--- config.mk ---
export PLATFORM = sky130hd
export DESIGN_NAME = rxq_ctrl
export DESIGN_NICKNAME = d
export VERILOG_FILES = /design/src/rtl/rxq_pkg.sv /design/src/rtl/rxq_store.sv /design/src/rtl/rxq_csr.sv /design/src/rtl/rxq_ctrl.sv
export SDC_FILE = /design/constraint.sdc
export NUM_CORES = 1
export LEC_CHECK = 0
export ABC_AREA = 1
export ABC_CLOCK_PERIOD_IN_PS = 2500
export BUFFER_PORTS_ARGS = -buffer_cell sky130_fd_sc_hd__buf_4
export CORE_AREA = 2 2 113 115
export DETAILED_ROUTE_END_ITERATION = 12
export DIE_AREA = 0 0 115 117
export PLACE_DENSITY_LB_ADDON = 0.12
export SYNTH_ARGS = -nofsm -noshare
export SYNTH_HDL_FRONTEND = slang
export SYNTH_SLANG_ARGS = --single-unit
--- constraint.sdc ---
create_clock -name clk -period 2.5 [get_ports clk]
set_input_delay 0.375 -clock clk [delete_from_list [all_inputs] [get_ports clk]]
set_output_delay 0.375 -clock clk [all_outputs]
set_load 0.03 [all_outputs]
--- src/rtl/rxq_pkg.sv ---
package rxq_pkg;
   localparam int CSR_W    = 16;
   localparam int RUN_BIT  = 13;
   localparam int FILL_LO  = 8;
   localparam int FILL_W   = 5;
   localparam int FLAG_BIT = 7;
   localparam int CLR_BIT  = 6;
   localparam int IEN_BIT  = 5;
   localparam int LVL_W    = 5;
endpackage

--- src/rtl/rxq_store.sv ---
module rxq_store #(
   parameter int DATA_W = 8,
   parameter int DEPTH  = 16,
   parameter int CNT_W  = 5
) (
   input  logic              clk,
   input  logic              rst_n,
   input  logic              run,
   input  logic              push,
   input  logic [DATA_W-1:0] push_data,
   input  logic              pop,
   output logic [DATA_W-1:0] pop_data,
   output logic [CNT_W-1:0]  count
);
   localparam int PTR_W = (DEPTH > 1) ? $clog2(DEPTH) : 1;
   localparam bit POW2  = ((1 << PTR_W) == DEPTH);

   if (DEPTH < 2 || DEPTH > (1 << CNT_W) - 1) begin : g_bad_depth
      $error("rxq_store: DEPTH must be between 2 and 2**CNT_W-1");
   end

   logic [DATA_W-1:0] mem [DEPTH];
   logic [PTR_W-1:0]  wr_ptr, rd_ptr, wr_nx, rd_nx;
   logic              full, empty, do_push, do_pop;

   assign full    = (count == CNT_W'(DEPTH));
   assign empty   = (count == '0);
   assign do_push = run && push && !full;
   assign do_pop  = run && pop && !empty;

   if (POW2) begin : g_wrap_free
      assign wr_nx = wr_ptr + 1'b1;
      assign rd_nx = rd_ptr + 1'b1;
   end else begin : g_wrap_cmp
      assign wr_nx = (wr_ptr == PTR_W'(DEPTH - 1)) ? '0 : wr_ptr + 1'b1;
      assign rd_nx = (rd_ptr == PTR_W'(DEPTH - 1)) ? '0 : rd_ptr + 1'b1;
   end

   always_ff @(posedge clk) begin
      if (do_push) mem[wr_ptr] <= push_data;
   end

   always_ff @(posedge clk or negedge rst_n) begin
      if (!rst_n) begin
         wr_ptr   <= '0;
         rd_ptr   <= '0;
         count    <= '0;
         pop_data <= '0;
      end else if (!run) begin
         wr_ptr <= '0;
         rd_ptr <= '0;
         count  <= '0;
      end else begin
         if (do_push) wr_ptr <= wr_nx;
         if (do_pop) begin
            rd_ptr   <= rd_nx;
            pop_data <= mem[rd_ptr];
         end
         case ({do_push, do_pop})
            2'b10:   count <= count + 1'b1;
            2'b01:   count <= count - 1'b1;
            default: count <= count;
         endcase
      end
   end

   assert_fill_bound_R5: assert property (@(posedge clk) disable iff (!rst_n)
      count <= CNT_W'(DEPTH));
   assert_full_drop_R5: assert property (@(posedge clk) disable iff (!rst_n)
      (run && push && !pop && full) |=> (count == CNT_W'(DEPTH)));
   assert_held_reset_R3: assert property (@(posedge clk) disable iff (!rst_n)
      !run |=> (count == '0));
   assert_empty_pop_R6: assert property (@(posedge clk) disable iff (!rst_n)
      (pop && empty) |=> $stable(pop_data));
endmodule

--- src/rtl/rxq_csr.sv ---
module rxq_csr
   import rxq_pkg::*;
(
   input  logic              clk,
   input  logic              rst_n,
   input  logic              wr_en,
   input  logic [CSR_W-1:0]  wdata,
   input  logic [FILL_W-1:0] count,
   output logic [CSR_W-1:0]  rdata,
   output logic              run,
   output logic              irq
);
   logic             run_q, ien_q, flag_q, set_c, clr_c;
   logic [LVL_W-1:0] lvl_q;

   assign set_c = run_q && (count >= FILL_W'(lvl_q));
   assign clr_c = wr_en && wdata[CLR_BIT];

   always_ff @(posedge clk or negedge rst_n) begin
      if (!rst_n) begin
         run_q  <= 1'b0;
         ien_q  <= 1'b0;
         lvl_q  <= '0;
         flag_q <= 1'b0;
      end else begin
         if (wr_en) begin
            run_q <= wdata[RUN_BIT];
            ien_q <= wdata[IEN_BIT];
            lvl_q <= wdata[LVL_W-1:0];
         end
         if (set_c)      flag_q <= 1'b1;
         else if (clr_c) flag_q <= 1'b0;
      end
   end

   always_comb begin
      rdata                     = '0;
      rdata[RUN_BIT]            = run_q;
      rdata[FILL_LO +: FILL_W]  = run_q ? count : '0;
      rdata[FLAG_BIT]           = flag_q;
      rdata[IEN_BIT]            = ien_q;
      rdata[LVL_W-1:0]          = lvl_q;
   end

   assign run = run_q;
   assign irq = flag_q && ien_q;

   assert_flag_set_R8: assert property (@(posedge clk) disable iff (!rst_n)
      (run_q && count >= FILL_W'(lvl_q)) |=> flag_q);
   assert_flag_sticky_R8: assert property (@(posedge clk) disable iff (!rst_n)
      (flag_q && !(wr_en && wdata[CLR_BIT])) |=> flag_q);
   assert_flag_clear_R9: assert property (@(posedge clk) disable iff (!rst_n)
      (wr_en && wdata[CLR_BIT] && !(run_q && count >= FILL_W'(lvl_q))) |=> !flag_q);
endmodule

--- src/rtl/rxq_ctrl.sv ---
module rxq_ctrl
   import rxq_pkg::*;
#(
   parameter int ADDR_W   = 4,
   parameter int CSR_ADDR = 0,
   parameter int DATA_W   = 8,
   parameter int DEPTH    = 16
) (
   input  logic              clk,
   input  logic              rst_n,
   input  logic [ADDR_W-1:0] reg_addr,
   input  logic              reg_wr,
   input  logic [15:0]       reg_wdata,
   output logic [15:0]       reg_rdata,
   input  logic              push,
   input  logic [DATA_W-1:0] push_data,
   input  logic              pop,
   output logic [DATA_W-1:0] pop_data,
   output logic              irq
);
   if (CSR_ADDR < 0 || CSR_ADDR >= (1 << ADDR_W)) begin : g_bad_addr
      $error("rxq_ctrl: CSR_ADDR outside the address range");
   end

   logic              sel, run;
   logic [FILL_W-1:0] count;
   logic [CSR_W-1:0]  csr_rd;

   assign sel       = (reg_addr == ADDR_W'(CSR_ADDR));
   assign reg_rdata = sel ? csr_rd : '0;

   rxq_store #(.DATA_W(DATA_W), .DEPTH(DEPTH), .CNT_W(FILL_W)) u_store (
      .clk(clk), .rst_n(rst_n), .run(run),
      .push(push), .push_data(push_data),
      .pop(pop), .pop_data(pop_data), .count(count)
   );

   rxq_csr u_csr (
      .clk(clk), .rst_n(rst_n), .wr_en(sel && reg_wr), .wdata(reg_wdata),
      .count(count), .rdata(csr_rd), .run(run), .irq(irq)
   );
endmodule

# After elaboration in Yosys (flattened, before gate mapping)
# Memory sizes are Yosys's and may differ from the RTL's. A register that Yosys moved wholly into a read port is not among the register bits.
# Cells that the tools add are included.
# word_totals
ff_bits,21
ramBits,128
inputBits,33
out_inout_bits,25
word_cells,46
n_memories,1
# op_classes
n_addsub,4
order_cmp,1
eq_ne,6
n_mux,12
reduce_logical,15
# memory_table
name,words,width,read_ports,rd_clocked_by_memory_dff,wr,line,rtl
u_store.mem,16,8,1,1,1,rxq_store.sv:22,logic [DATA_W-1:0] mem [DEPTH];
# op_table
cell,count
4-bit two-way mux,4
14-bit two-way mux,1
5-bit two-way mux,2
5-bit case mux with 2 select lines,1
4-bit by 1-bit adder with 4-bit output (second input constant),2
1-bit logical AND,8
5-bit by 1-bit adder with 5-bit output (second input constant),1
5-bit == test (second input constant),1
5-bit >= comparator,1
5-bit logical NOT,1
5-bit by 1-bit subtractor with 5-bit output (second input constant),1
4-bit logical NOT,1
1-bit two-way mux,4
2-bit inequality test (second input constant),2
1-bit logical NOT,3
3-bit inequality test (second input constant),1
2-bit by 1-bit == test with 1-bit output (second input constant),1
2-bit == test (second input constant),1
2-bit AND reduction,1
2-bit nonzero test,1

# Longest topological paths before layout
# logic_depth
word_depth,6
mapped_depth,14
ltp_nobuf,14

# Hierarchy
# From an unflattened synthesis, not the netlist that was laid out.
# hier_totals
cells_unflattened,601
hier_area_um2,6874.1
# modules_own_cells
module,n_inst,cells_per_inst,area_per_inst_um2,seq_area_each_um2
rxq_store,1,490,6160.9,4369.2
rxq_csr,1,73,525.5,200.2
rxq_ctrl,1,38,187.7,0.0

# Worst setup path after synthesis
# Ideal clock, no wire load.
# synth_path
kind,flip-flop to flip-flop
startpoint,register u_store.count[2]
endpoint,register u_store.count[4]
setup_ps,126
arrival_time_ps,2056
required_ps,2374
path_slack_ps,318
path_stages_with_launch,14
path_buffers,1
period_less_slack_ps,2182
cell_sequence,dfrtp_1 -> nor2_1 -> nand4_1 -> nand2_1 -> inv_1 -> buf_2 -> ha_1 -> xor2_1 -> ha_1 -> a21o_1 -> nand3_1 -> nand3_1 -> nand3_1 -> o21ai_0
# synth_between
elab_chain_cells,6
# synth_lines
element,line,rtl
from (decl),rxq_store.sv:13,output logic [CNT_W-1:0] count
from (signal assigned),rxq_store.sv:60,2'b10: count <= count + 1'b1;
from (signal assigned),rxq_store.sv:61,2'b01: count <= count - 1'b1;
from (signal assigned),rxq_store.sv:62,default: count <= count;
5-bit == test or 5-bit logical NOT (tied branches),"rxq_store.sv:26, rxq_store.sv:27",
1-bit logical NOT (on tied branches),"rxq_store.sv:28, rxq_store.sv:29",
1-bit logical AND (on tied branches),"rxq_store.sv:28, rxq_store.sv:29",
2-bit by 1-bit == test with 1-bit output or 2-bit == test (tied branches),rxq_store.sv:59,"case ({do_push, do_pop})"
5-bit case mux with 2 select lines,rxq_store.sv:59,
5-bit two-way mux,rxq_store.sv:49,end else if (!run) begin
# Parallel ways exist; a longest one is shown, timed or not.
# A chain may end at the register's enable or synchronous reset.

# Worst setup path in the final report
# layout_path
startpoint,register u_store.count[1]
endpoint,register u_store.count[4]
# The elaborated chain is that of the path after synthesis.

==> run summary <==
GRT overflow -> 0
IO Pins -> 58
final slew viol count -> 0
PortBufs -> 46
Peak VDD IR -> 0.636 mV
depth of the worst register-to-register path -> 13
PnR worst setup slack -> 0.249 ns
fin nets -> 856
final wirelength -> 15600 um
slew margin rel. -> 49.5%
DIE HEIGHT -> 117 um
initial antenna violation count -> 0
EDFF count, synth -> 128
hpwl dp -> 9940 um
DR DRC count -> 0
Startpoint Class -> flip-flop
minimum clock period -> 2.25 ns
maxcap violations -> 0
Avg Vias per Cell -> 5.28
setup TNS -> 0 ns
RSZ-0062 raised after global routing -> false
clk sinks -> 157
DP Worst Slack -> 0.136 ns
fmax -> 0.444 GHz
TritonCTS clock tree -> built
async set-reset flop share out of synthesis -> 18.5%
switch share -> 37.1%
clk_skew -> 0.0114 ns
DR pass1 iterations -> 6
final antenna diode count -> 0
crit share post-route -> 90.1%
Worst EP arrival -> 2.56 ns
clock buffer count from CTS -> 17
combinational share of power -> 34.5%
Die Area -> 13500 um2
layout cells sized above 1 -> 13.6%
Yosys reg bits -> 157
min-delay worst type -> input pin to flip-flop
post-CTS setup buffers -> 0
total core area -> 12300 um2
Slew @ Worst Pin -> 0.758 ns
P&R area growth vs syn -> 15.6%
Root Buffer -> clkbuf_16
final hold violation count -> 0
CP Class -> flip-flop to flip-flop
post-synthesis cell type count -> 29
Post-DRT Antenna Nets -> 0
first-pass GRT wire length -> 24800 um
synthesized area -> 7250 um2
Seq pwr share -> 37.6%
initial core utilization -> 58.9%
CP endpoint kind -> flip-flop
DRT iter0 DRCs -> 436
sequential fraction of the synthesis area -> 63.1%
ys flop type -> edfxtp_1
WHS Path Cells -> 3
vias in the first global route -> 5032
Psw -> 3.36 mW
status -> complete, no violations
largest net degree at the start of global routing -> 69
Avg WL per Cell -> 16.1 um
share of total power in the clock network -> 27.9%
Commonest cells post-synth -> nand2_1, edfxtp_1, inv_1
Reg2Reg Setup Slack -> 0.25 ns
Worst EP required -> 2.81 ns
Clock Path Buffers -> 2
post-synth top area cell -> edfxtp_1
Internal -> 5.69 mW
Die X -> 115 um
Ys Warns -> 0
pwr dens -> 1080 nW/um2
gpl congestion -> 0.808
Mean Syn Cell Area -> 9.69 um2
floorplan row count -> 41
Vias -> 5136
setup violators final -> 0
CTS clk-pin slew, worst paths -> 0.06 ns
Yosys top cell area share -> 53.0%
Total GRT Usage -> 25.1%
Area contributors post-synth -> edfxtp_1, nand2_1, dfrtp_1
H-tree depth -> 4
Post-Syn Instances -> 748
most common cell in the netlist -> nand2_1
Clk Latency, worst-skew pair -> 0.43 ns
worst-path fanout max -> 5
Leak -> 3.88 nW
placed cells by master (no fill, tap or decap), drive strengths merged:
cell / count
nand2: 232
o31ai: 1
xor2: 3
inv: 128
bufinv: 2
buf: 71
o21bai: 1
a21o: 1
dlygate4sd3: 1
nor2: 38
o221ai: 1
clkbuf: 21
nand4: 2
xnor2: 1
nor3b: 1
o22ai: 1
dfrtp: 29
nor4: 1
o21ai: 9
clkinvlp: 2
a21oi: 11
nand3: 112
nor3: 1
ha: 14
clkinv: 7
conb: 3
edfxtp: 128
per-layer routing:
layer | up-vias | global-route usage, % | routed length, um
li1 | 2510 | - | -
met1 | 2451 | 31.9 | 6690
met2 | 155 | 41.2 | 7760
met3 | 20 | 5.77 | 923
met4 | 0 | 11.8 | 282
met5 | - | 0 | 0
critical path: stages (launching register included):
cell,delay (ns)
dfrtp_1,0.49
inv_2,0.09
nand4_1,0.10
nand2_1,0.11
inv_2,0.09
nand2_1,0.12
ha_4,0.23
xor2_2,0.19
ha_1,0.19
a21o_1,0.18
nand3_1,0.11
nand3_1,0.08
nand3_1,0.08
o21ai_0,0.07
worst paths after layout:
path                                                    to                       startpoint
max                           u_store.count[4]$_DFFE_PN0P_     u_store.count[1]$_DFFE_PN0P_
min                             u_csr.lvl_q[2]$_DFFE_PN0P_                     reg_wdata[2]
max reg2reg                   u_store.count[4]$_DFFE_PN0P_     u_store.count[1]$_DFFE_PN0P_
min reg2reg                u_store.pop_data[4]$_DFFE_PN0P_  u_store.pop_data[4]$_DFFE_PN0P_
max in group asynchronous    u_store.rd_ptr[0]$_DFFE_PN0P_                            rst_n
min in group asynchronous  u_store.pop_data[2]$_DFFE_PN0P_                            rst_n
registers in the layout, indices dropped and copies added, names as in the netlist:
| signal | flops |
|---|---|
| u_store.mem | 128 |
| u_csr.lvl_q | 5 |
| u_store.pop_data | 8 |
| u_csr.flag_q | 1 |
| u_csr.ien_q | 1 |
| u_store.rd_ptr | 4 |
| u_csr.run | 1 |
| u_store.wr_ptr | 4 |
| u_store.count | 5 |
cells by family (layout without fill, tap and decap cells):
logic type	Yosys count	count (layout)	synth area share [%]
flops	157	157	63.1
compound gates	25	25	1.90
simple gates	387	387	22.4
other cells	1	3	0.0517
xor+xnor	4	4	0.484
buf+inv	160	232	9.70
fa+ha+maj	14	14	2.42
through the flow:
| step | instance area, um2 | util, % | hold WS [ns] | power, mW | std cells |
|---|---|---|---|---|---|
| after floorplan | 7250 | - | 0.0794 | 5.62 | 750 |
| after global placement | 7760 | 63.0 | 0.321 | 6.42 | 939 |
| after CTS | 8350 | 67.9 | 0.189 | 9.05 | 972 |
| after global routing | 8370 | 68.0 | 0.204 | 9.57 | 972 |
| final | 8370 | 68.0 | 0.191 | 9.04 | 972 |
| after detailed placement | 7760 | 63.0 | 0.329 | 6.52 | 939 |
timing repair:
item,CTS,global route
resized for setup,0,3
hold endpoints to repair,29,0
setup endpoints to repair,0,1
hold buffers,1,0
power by group through the flow:
stage / clock network, mW / registers [mW] / logic (mW)
2_1_floorplan: 0 / 3.48 / 2.14
3_3_place_gp: 0 / 3.42 / 3.00
3_5_place_dp: 0 / 3.44 / 3.08
4_1_cts: 2.56 / 3.39 / 3.11
5_1_grt: 2.66 / 3.43 / 3.49
6_report: 2.53 / 3.40 / 3.12
cell type report:
cell class                 instances  area, um2
fill                             967       3940
multi-input combinational        433       2000
clock inverter                    11        118
inverter                         128        483
timing repair buffer              72        543
clock buffer                      21        470
tap                              150        188
sequential                       157       4570
Power figures use the tool's default switching activity.
